File: config.mk
export PLATFORM = sky130hd
export DESIGN_NAME = dcount_timer
export DESIGN_NICKNAME = d
export VERILOG_FILES = /design/src/rtl/dct_pkg.sv /design/src/rtl/dct_datapath.sv /design/src/rtl/dct_ctrl.sv /design/src/rtl/dcount_timer.sv
export SDC_FILE = /design/constraint.sdc
export NUM_CORES = 1
export LEC_CHECK = 0
export BUFFER_PORTS_ARGS = -buffer_cell sky130_fd_sc_hd__buf_2
export CAP_MARGIN = 20
export CORE_UTILIZATION = 53
export DETAILED_ROUTE_END_ITERATION = 16
export HOLD_SLACK_MARGIN = 0.02
export PLACE_DENSITY = 0.88
export SYNTH_ARGS = -nofsm -noshare
export SYNTH_HDL_FRONTEND = slang
export SYNTH_HIERARCHICAL = 1
export SYNTH_SLANG_ARGS = --single-unit
File: constraint.sdc
create_clock -name clk -period 3 [get_ports clk]
set_clock_uncertainty 0.2 [all_clocks]
set_input_delay 0.6 -clock clk [delete_from_list [all_inputs] [get_ports clk]]
set_output_delay 0.6 -clock clk [all_outputs]
set_load 0.02 [all_outputs]
File: src/rtl/dct_pkg.sv
package dct_pkg;

  typedef enum logic [1:0] {
    MODE_ONESHOT = 2'b00,
    MODE_RATE    = 2'b10,
    MODE_SQUARE  = 2'b11
  } dctMode_e;

  // Strobes from control to datapath
  typedef struct packed {
    logic load;    // capture a new reload value and count
    logic step;    // decrement the working count
    logic reload;  // restart the working count from the reload value
  } dctStrobe_t;

  // Select 01 has no mode of its own and falls back to one-shot
  function automatic dctMode_e decodeMode(input logic [1:0] sel);
    case (sel)
      2'b10:   decodeMode = MODE_RATE;
      2'b11:   decodeMode = MODE_SQUARE;
      default: decodeMode = MODE_ONESHOT;
    endcase
  endfunction

endpackage

File: src/rtl/dct_datapath.sv
module dct_datapath
  import dct_pkg::*;
#(
  parameter int CntW = 16
) (
  input  logic            clk,
  input  logic            rstN,
  input  dctStrobe_t      strb,
  input  logic            bcdMode,
  input  logic [CntW-1:0] loadVal,
  output logic [CntW-1:0] count,
  output logic            cntIsOne,
  output logic            nextIsOne,
  output logic            nextIsHalf
);

  localparam int NumDig = CntW / 4;

  logic [CntW-1:0] countQ;
  logic [CntW-1:0] reloadQ;
  logic [CntW-1:0] binDec;
  logic [CntW-1:0] bcdDec;
  logic [CntW-1:0] decVal;
  logic [CntW-1:0] bcdHalf;
  logic [CntW-1:0] halfVal;

  assign binDec = countQ - 1'b1;

  // Per-digit BCD decrement and halving
  for (genvar g = 0; g < NumDig; g++) begin : g_dig
    logic [3:0] dig;
    logic [3:0] rdig;
    logic       dBorrow;
    logic       upOdd;

    assign dig  = countQ[4*g +: 4];
    assign rdig = reloadQ[4*g +: 4];

    if (g == 0) begin : g_lo
      assign dBorrow = 1'b1;
    end else begin : g_hi
      assign dBorrow = (countQ[4*g-1:0] == '0);
    end

    if (g == NumDig - 1) begin : g_top
      assign upOdd = 1'b0;
    end else begin : g_mid
      assign upOdd = reloadQ[4*(g+1)];
    end

    assign bcdDec[4*g +: 4]  = !dBorrow ? dig :
                               ((dig == 4'd0) ? 4'd9 : dig - 4'd1);
    assign bcdHalf[4*g +: 4] = {1'b0, rdig[3:1]} + (upOdd ? 4'd5 : 4'd0);
  end

  assign decVal = bcdMode ? bcdDec : binDec;

  always_comb begin
    if (reloadQ == '0) begin
      halfVal = bcdMode ? {4'h5, {(CntW-4){1'b0}}} : {1'b1, {(CntW-1){1'b0}}};
    end else begin
      halfVal = bcdMode ? bcdHalf : (reloadQ >> 1);
    end
  end

  assign cntIsOne   = (countQ == CntW'(1));
  assign nextIsOne  = (decVal == CntW'(1));
  assign nextIsHalf = (decVal == halfVal);
  assign count      = countQ;

  always_ff @(posedge clk) begin
    if (!rstN) begin
      countQ  <= '0;
      reloadQ <= '0;
    end else if (strb.load) begin
      countQ  <= loadVal;
      reloadQ <= loadVal;
    end else if (strb.reload) begin
      countQ  <= reloadQ;
    end else if (strb.step) begin
      countQ  <= decVal;
    end
  end

endmodule

File: src/rtl/dct_ctrl.sv
module dct_ctrl
  import dct_pkg::*;
(
  input  logic       clk,
  input  logic       rstN,
  input  logic       tickEn,
  input  logic       gateIn,
  input  logic       loadStb,
  input  logic [1:0] modeSel,
  input  logic       bcdSel,
  input  logic       cntIsOne,
  input  logic       nextIsOne,
  input  logic       nextIsHalf,
  output dctStrobe_t strb,
  output logic       bcdMode,
  output logic       outLine,
  output dctMode_e   modeCur,
  output logic       runCur
);

  dctMode_e modeQ;
  logic     bcdQ;
  logic     runQ;
  logic     outQ;
  logic     outNext;
  logic     periodic;
  logic     tickOk;

  assign periodic = (modeQ != MODE_ONESHOT);
  assign tickOk   = runQ && tickEn && gateIn && !loadStb;

  always_comb begin
    strb        = '0;
    strb.load   = loadStb;
    strb.reload = tickOk && periodic && cntIsOne;
    strb.step   = tickOk && !(periodic && cntIsOne);
  end

  always_comb begin
    outNext = outQ;
    if (loadStb) begin
      outNext = (decodeMode(modeSel) != MODE_ONESHOT);
    end else if (runQ && periodic && !gateIn) begin
      outNext = 1'b1;
    end else if (tickOk) begin
      case (modeQ)
        MODE_ONESHOT: if (cntIsOne) outNext = 1'b1;
        MODE_RATE:    outNext = cntIsOne || !nextIsOne;
        MODE_SQUARE: begin
          if (cntIsOne)        outNext = 1'b1;
          else if (nextIsHalf) outNext = 1'b0;
        end
        default: outNext = outQ;
      endcase
    end
  end

  always_ff @(posedge clk) begin
    if (!rstN) begin
      modeQ <= MODE_ONESHOT;
      bcdQ  <= 1'b0;
      runQ  <= 1'b0;
      outQ  <= 1'b1;
    end else begin
      if (loadStb) begin
        modeQ <= decodeMode(modeSel);
        bcdQ  <= bcdSel;
        runQ  <= 1'b1;
      end
      outQ <= outNext;
    end
  end

  assign bcdMode = bcdQ;
  assign outLine = outQ;
  assign modeCur = modeQ;
  assign runCur  = runQ;

endmodule

File: src/rtl/dcount_timer.sv
module dcount_timer
  import dct_pkg::*;
#(
  parameter int CntW = 16
) (
  input  logic            clk,
  input  logic            rstN,
  input  logic            tickEn,
  input  logic            gateIn,
  input  logic            loadStb,
  input  logic [CntW-1:0] loadVal,
  input  logic [1:0]      modeSel,
  input  logic            bcdSel,
  output logic            outLine,
  output logic [CntW-1:0] liveCount
);

  dctStrobe_t strb;
  logic       bcdMode;
  logic       cntIsOne;
  logic       nextIsOne;
  logic       nextIsHalf;
  dctMode_e   modeCur;
  logic       runCur;

  dct_ctrl u_ctrl (
    .clk        (clk),
    .rstN       (rstN),
    .tickEn     (tickEn),
    .gateIn     (gateIn),
    .loadStb    (loadStb),
    .modeSel    (modeSel),
    .bcdSel     (bcdSel),
    .cntIsOne   (cntIsOne),
    .nextIsOne  (nextIsOne),
    .nextIsHalf (nextIsHalf),
    .strb       (strb),
    .bcdMode    (bcdMode),
    .outLine    (outLine),
    .modeCur    (modeCur),
    .runCur     (runCur)
  );

  dct_datapath #(.CntW(CntW)) u_dp (
    .clk        (clk),
    .rstN       (rstN),
    .strb       (strb),
    .bcdMode    (bcdMode),
    .loadVal    (loadVal),
    .count      (liveCount),
    .cntIsOne   (cntIsOne),
    .nextIsOne  (nextIsOne),
    .nextIsHalf (nextIsHalf)
  );

endmodule

==> flow_summary_export.csv, run 1 <==
group,metric,value,unit
outcome,status,"finished, violations left",
outcome,violations,"setup timing",
min_path,min_from,"u_ctrl/outLine",
drt,drcViolationCount,0,
synth,synthDistinctLibCells,56,
synth,synth_edf_count,0,
worst_setup_path,reg2reg_from,"u_dp/count[5]",
drt,wirelength,9.79,mm
synth,synthTopCellsByArea,"dfxtp_1, o21ai_0, a21oi_1",
floorplan,coreArea,5270,um2
global_route,grt-busiest-layer,"met2",
synth,avgSynthCellArea,7.43,um2
drt,wl_per_cell,17.5,um
worst_setup_path,startpoint,"u_dp/count[5]",
cts,clock_latency,300,ps
synth,syn-cell-area,2990,um2
global_route,grt_use_total,0.332,
worst_setup_path,crit_fanout,5,
power_and_ir_drop,irDropWorstVdd,0.296,mV
cts,path_clk_slew,80,ps
synth,yosys.area.top_type,"dfxtp_1",
synth,yosys_warnings,6,
floorplan,rows,26,
timing,fin_crit,3080,ps
layout,final_area,3890,um2
worst_setup_path,crit_chain,"or4_4 > nor4_4 > mux2i_2 > buf_4 > o32ai_2 > o31ai_1 > nor4_1 > o2111a_1 > nand3b_1 > o41ai_1 > a211o_1",
floorplan,start_util,0.566,
worst_setup_path,cpMaxStageDelayCell,"or4_4",
layout,multiInputGateArea,2180,um2
layout,final_nets,523,
floorplan,die-width,77.1,um
placed_design,io_buffer_count,40,
timing,slew_headroom,0.494,
global_route,antenna_found_initial,0,
flow_run,maxCapViolCount,0,
floorplan,ios,41,
global_route,grt_pass1_vias,3100,
placed_design,dp.cells,550,
synth,synth_seq_cells,37,
timing,timing.final.ws_setup,-80.3,ps
global_route,grt_use_met3,0.0464,
cts,cts_buffers,5,
timing,period_share,1.03,
layout,fillers,429,
cts,cts_root_buffer,"clkbuf_8",
worst_setup_path,arrival,3070,ps
synth,syn-instance-count,402,
power_and_ir_drop,power-per-cell-area,443,nW/um2
placed_design,hpwl,7.19,mm
drt,firstDrtPassIters,5,
drt,route.vias.total,3453,
timing,rsz0062_at_grt,"true",
global_route,grt-ovfl-total,0,
worst_setup_path,cp_data_required_time,2990,ps
synth,synth_top_area_frac,0.248,
floorplan,dieArea,5940,um2
worst_setup_path,crit_path_end_kind,"flip-flop",
drt,vias_per_cell,6.18,
timing,setup-violations-final,1,
drt,ant_nets,0,
worst_setup_path,start_kind,"flip-flop",
cts,clk_path_buf_depth,2,
timing,slew_violations,0,
layout,drive_gt1_frac,0.282,
cts,htreeDepth,2,
layout,finalNonFillerCells,559,
placed_design,placed_area,3660,um2
timing,final_hold_viol_count,0,
min_path,min_path_cells,1,
global_route,grt_max_degree,57,
synth,yosysSeqAreaShare,0.248,
global_route,grt_pass1_wl,15.3,mm
drt,drtIter0Drc,252,
synth,syn-num-nets,437,
worst_setup_path,critical_path_class,"flip-flop to flip-flop",
placed_design,gp_congestion,0.987,
global_route,use_met2,0.565,
layout,ff_latch_area,743,um2
layout,syn_to_final_growth,30.2,%
synth,synth_flop_cell,"dfxtp_1",
worst_setup_path,r2r_cells,11,
floorplan,die_y,77.1,um
power_and_ir_drop,leakage,0.00165,uW
cts,cts_tree,"done",
layout,diodes,0,
worst_setup_path,cpPeakStageDelay,620,ps
min_path,hp-class,"flip-flop to flip-flop",
timing,worstMarginPinSlew,757,ps
cts,cts.sinks,37,
global_route,grtUsageMet1,0.421,
timing,max_freq,325,MHz
synth,async_flop_share,0,
where the power goes:
group	internal (uW)	total [uW]	switching [uW]	leakage [uW]
clock	271	467	196	0.0000585
combinational	314	687	372	0.00128
sequential	524	568	44.5	0.000307
total	1110	1720	613	0.00165
sequential cells by signal, indices dropped and copies added (netlist names):
name / flops
u_dp/count: 16
u_dp/reloadQ: 16
u_ctrl/modeCur: 2
u_ctrl/bcdMode: 1
u_ctrl/outLine: 1
u_ctrl/runCur: 1
cells by family (layout without fill, tap and decap cells):
| kind of cell | after synthesis | count (layout) | synth area share |
|---|---|---|---|
| AO/OA/AOI/OAI | 126 | 126 | 0.267 |
| XOR/XNOR | 20 | 20 | 0.0587 |
| adder cells (fa/ha/maj) | 11 | 11 | 0.0461 |
| buffers and inverters | 42 | 129 | 0.0566 |
| flip-flops | 37 | 37 | 0.248 |
| multiplexers | 14 | 14 | 0.0474 |
| AND/OR/NAND/NOR | 152 | 152 | 0.276 |
per-layer routing:
metal / up-vias / wire (um)
met5: - / 0
met1: 1606 / 4090
met3: 27 / 788
met4: 0 / 257
li1: 1637 / -
met2: 183 / 4650
metrics by stage:
| step | power [uW] | hold WS (ps) | setup TNS [ps] | utilization | worst slack (ps) |
|---|---|---|---|---|---|
| CTS | 1690 | 312 | -52.0 | 0.725 | -52.0 |
| detailed placement | 1210 | 286 | -171 | 0.694 | -171 |
| finish | 1720 | 305 | -80.3 | 0.738 | -80.3 |
| global placement | 1200 | 277 | -102 | 0.694 | -102 |
| floorplan | 942 | 269 | -208 | - | -208 |
| global route | 1810 | 351 | -248 | 0.738 | -248 |
path summary, 6_finish.rpt:
kind / to / slack [ps]
max: u_ctrl/outLine / -80
min: u_ctrl/outLine / 310
max reg2reg: u_ctrl/outLine / -80
min reg2reg: u_ctrl/outLine / 310
cell usage after synthesis, drive strengths merged, types with 2 or more instances:
cell     n
a211oi   3
mux2i   13
a221o    6
o41ai    2
clkbuf  17
xor2     6
nand3b   2
o32ai    4
and4     2
inv     17
o21ai   38
nor2    38
ha      11
o31ai    4
nor4b    2
a21oi   36
nor2b   11
a21boi  13
or4      2
nand2   33
buf      8
a31oi    8
o211ai   3
nand2b  17
and3     2
or3      4
nor3     9
and2     4
nand4    5
xnor2   14
dfxtp   37
nand3    3
a32oi    3
nor4    12
worst max-delay path: cells and delay by family, from the launching register on:
kind	cells	cell delay, ps
AOI/OAI and AO/OA	5	900
and+or+nand+nor	4	1230
muxes	1	120
buffers and inverters	1	160
DFF	1	360
repair_timing:
item	in CTS	in global routing
pin swaps	4	1
gates resized for setup	7	16
hold buffers	0	0
endpoints found under the setup margin	1	17
buffers inserted	1	0
cell type report:
type,instances,share of cell area
clock inverters,1,0.00772
repair buffers,104,0.180
flip-flops and latches,37,0.191
inverters,17,0.0164
clock buffers,7,0.0222
multi-input cells,323,0.560
well taps,70,0.0225
cell usage in the layout (no fill, tap or decap), types with 13 or more instances in the layout:
cell type  count
xnor2_1       13
a21oi_1       35
nand2_1       33
inv_1         15
o21ai_0       37
buf_2         40
nand2b_1      16
dfxtp_1       35
buf_4         61
a21boi_0      13
nor2_1        37
(Power assumes the default switching activity.)
==> run 2, diff against run 1 <==
Settings changed: CORE_UTILIZATION 53 to 55, SKIP_CTS_REPAIR_TIMING set to 1.
Clock period 3 ns to 3.9 ns, I/O delays scaled along.
==> run 2 against run 1 <==
Largest power group is now sequential cells. Clock power decreased by 41%. Non-clock buffer count decreased by 59. Utilization decreased by 10 points. Sequential share of layout area increased by 3.3 points. Register-to-register slack improved by 330 ps. Sequential cell count unchanged. The flow now finishes without violations. Total power decreased by 36%. Combinational power decreased by 45%. Critical path depth increased by 2.
==> flow_summary_export.csv, run 2 (synthesis results as in run 1) <==
group,metric,value,unit
worst_setup_path,start_kind,"flip-flop",
power_and_ir_drop,p_seq_frac,0.407,
timing,slew_headroom,0.577,
worst_setup_path,r2r_end,"u_ctrl/outLine",
power_and_ir_drop,power.total,1100,uW
floorplan,start_util,0.577,
flow_run,maxCapViolCount,0,
drt,wl_per_cell,16.5,um
cts,cts_tree,"done",
layout,final_cell_mix,"buf_2, o21ai_0, nor2_1",
timing,slew_violations,0,
timing,worstMarginPinSlew,633,ps
placed_design,io_buffer_count,40,
global_route,grt_max_degree,57,
worst_setup_path,startpoint,"u_dp/count[0]",
power_and_ir_drop,swShare,0.371,
timing,fin_crit,3650,ps
min_path,hp-class,"flip-flop to flip-flop",
floorplan,die-width,75.7,um
layout,drive_gt1_frac,0.142,
cts,cts_root_buffer,"clkbuf_8",
floorplan,coreArea,5170,um2
worst_setup_path,crit_fanout,11,
drt,ant_nets,0,
power_and_ir_drop,leakage,0.00133,uW
cts,cts_buffers,5,
cts,clk_path_buf_depth,2,
floorplan,rows,26,
power_and_ir_drop,p_switching,409,uW
cts,cts.sinks,37,
worst_setup_path,r2r_cells,13,
drt,drcViolationCount,0,
layout,final_nets,464,
timing,setup-violations-final,0,
drt,vias_per_cell,6.37,
worst_setup_path,critical_path_class,"flip-flop to flip-flop",
power_and_ir_drop,p_clk_frac,0.249,
worst_setup_path,cp_data_required_time,3880,ps
floorplan,die_y,75.7,um
timing,final_hold_viol_count,0,
layout,diodes,0,
placed_design,gp_congestion,1.01,
timing,setup_tns,0,ps
global_route,antenna_found_initial,0,
drt,wirelength,8.23,mm
worst_setup_path,reg2reg_from,"u_dp/count[0]",
cts,clock_latency,290,ps
timing,max_freq,274,MHz
worst_setup_path,crit_path_end_kind,"flip-flop",
worst_setup_path,arrival,3630,ps
worst_setup_path,ff2ff_setup_slack,250,ps
outcome,status,"completed",
floorplan,ios,41,
power_and_ir_drop,irDropWorstVdd,0.256,mV
layout,syn_to_final_growth,10.5,%
power_and_ir_drop,p_comb_frac,0.344,
layout,final_common_cell,"buf_2",
power_and_ir_drop,intPower,693,uW
min_path,min_path_cells,1,
global_route,grt_use_total,0.302,
timing,period_share,0.935,
global_route,grt-ovfl-total,0,
drt,firstDrtPassIters,6,
global_route,grt_pass1_vias,2865,
power_and_ir_drop,power-per-cell-area,334,nW/um2
worst_setup_path,crit_end,"u_ctrl/outLine",
placed_design,hpwl,5.83,mm
drt,route.vias.total,3178,
drt,drtIter0Drc,378,
floorplan,dieArea,5730,um2
timing,rsz0062_at_grt,"false",
cts,htreeDepth,2,
cts,path_clk_slew,70,ps
global_route,grt_pass1_wl,13.1,mm
-- run 2: cell types whose count changed in the layout (fill, tap and decap cells not counted), sizes merged --
cell,previous run,this run
buf,104,45
bufinv,1,0
-- run 2: per-layer routing --
metal  routed length (um)  up-vias  track usage
met2                 3860      179        0.488
met5                    0        -            0
li1                     -     1512            -
met1                 3420     1454        0.383
met3                  712       33       0.0595
met4                  236        0        0.154
-- run 2: cell type report --
type / count / area [um2]
Clock buffer: 7 / 86.3
Fill cell: 435 / 1870
Multi-Input combinational cell: 323 / 2080
Timing Repair Buffer: 45 / 238
Sequential cell: 37 / 741
Tap cell: 70 / 87.6
Inverter: 17 / 63.8
-- run 2: critical path, cell delays in order, from the launching register on --
cell and delay [ps]:
dfxtp_1 400, inv_1 120, ha_1 310, or4b_4 550
nor4_4 280, mux2i_1 440, xnor2_1 140, o32ai_2 120
o31ai_1 110, nor4_1 190, o2111a_1 240, nand3b_1 110
o41ai_1 70, a211o_1 260
-- run 2: metrics by stage --
step           hold slack (ps)  cell area [um2]  setup slack (ps)  instances  utilization
5_1_grt                    369             3300              64.7        499        0.638
3_5_place_dp               309             3210               356        492        0.620
2_1_floorplan              269             2990               534        402            -
3_3_place_gp               287             3210               515        492        0.620
4_1_cts                    325             3290               333        499        0.636
6_report                   323             3300               253        499        0.638
-- run 2: worst min-delay path by stage --
stage                startpoint               end  slack [ps]
2_1_floorplan  u_dp/reloadQ[14]  u_dp/reloadQ[14]         270
3_3_place_gp     u_ctrl/outLine    u_ctrl/outLine         290
3_5_place_dp     u_ctrl/outLine    u_ctrl/outLine         310
4_1_cts          u_ctrl/outLine    u_ctrl/outLine         320
5_1_grt          u_ctrl/outLine    u_ctrl/outLine         370
6_report         u_ctrl/outLine    u_ctrl/outLine         320
-- run 2: power by group through the flow --
stage	sequential, uW	combinational, uW	clock (uW)
global placement	454	355	0
CTS	447	366	276
global route	452	414	289
detailed placement	455	362	0
floorplan	455	267	0
finish	449	379	275
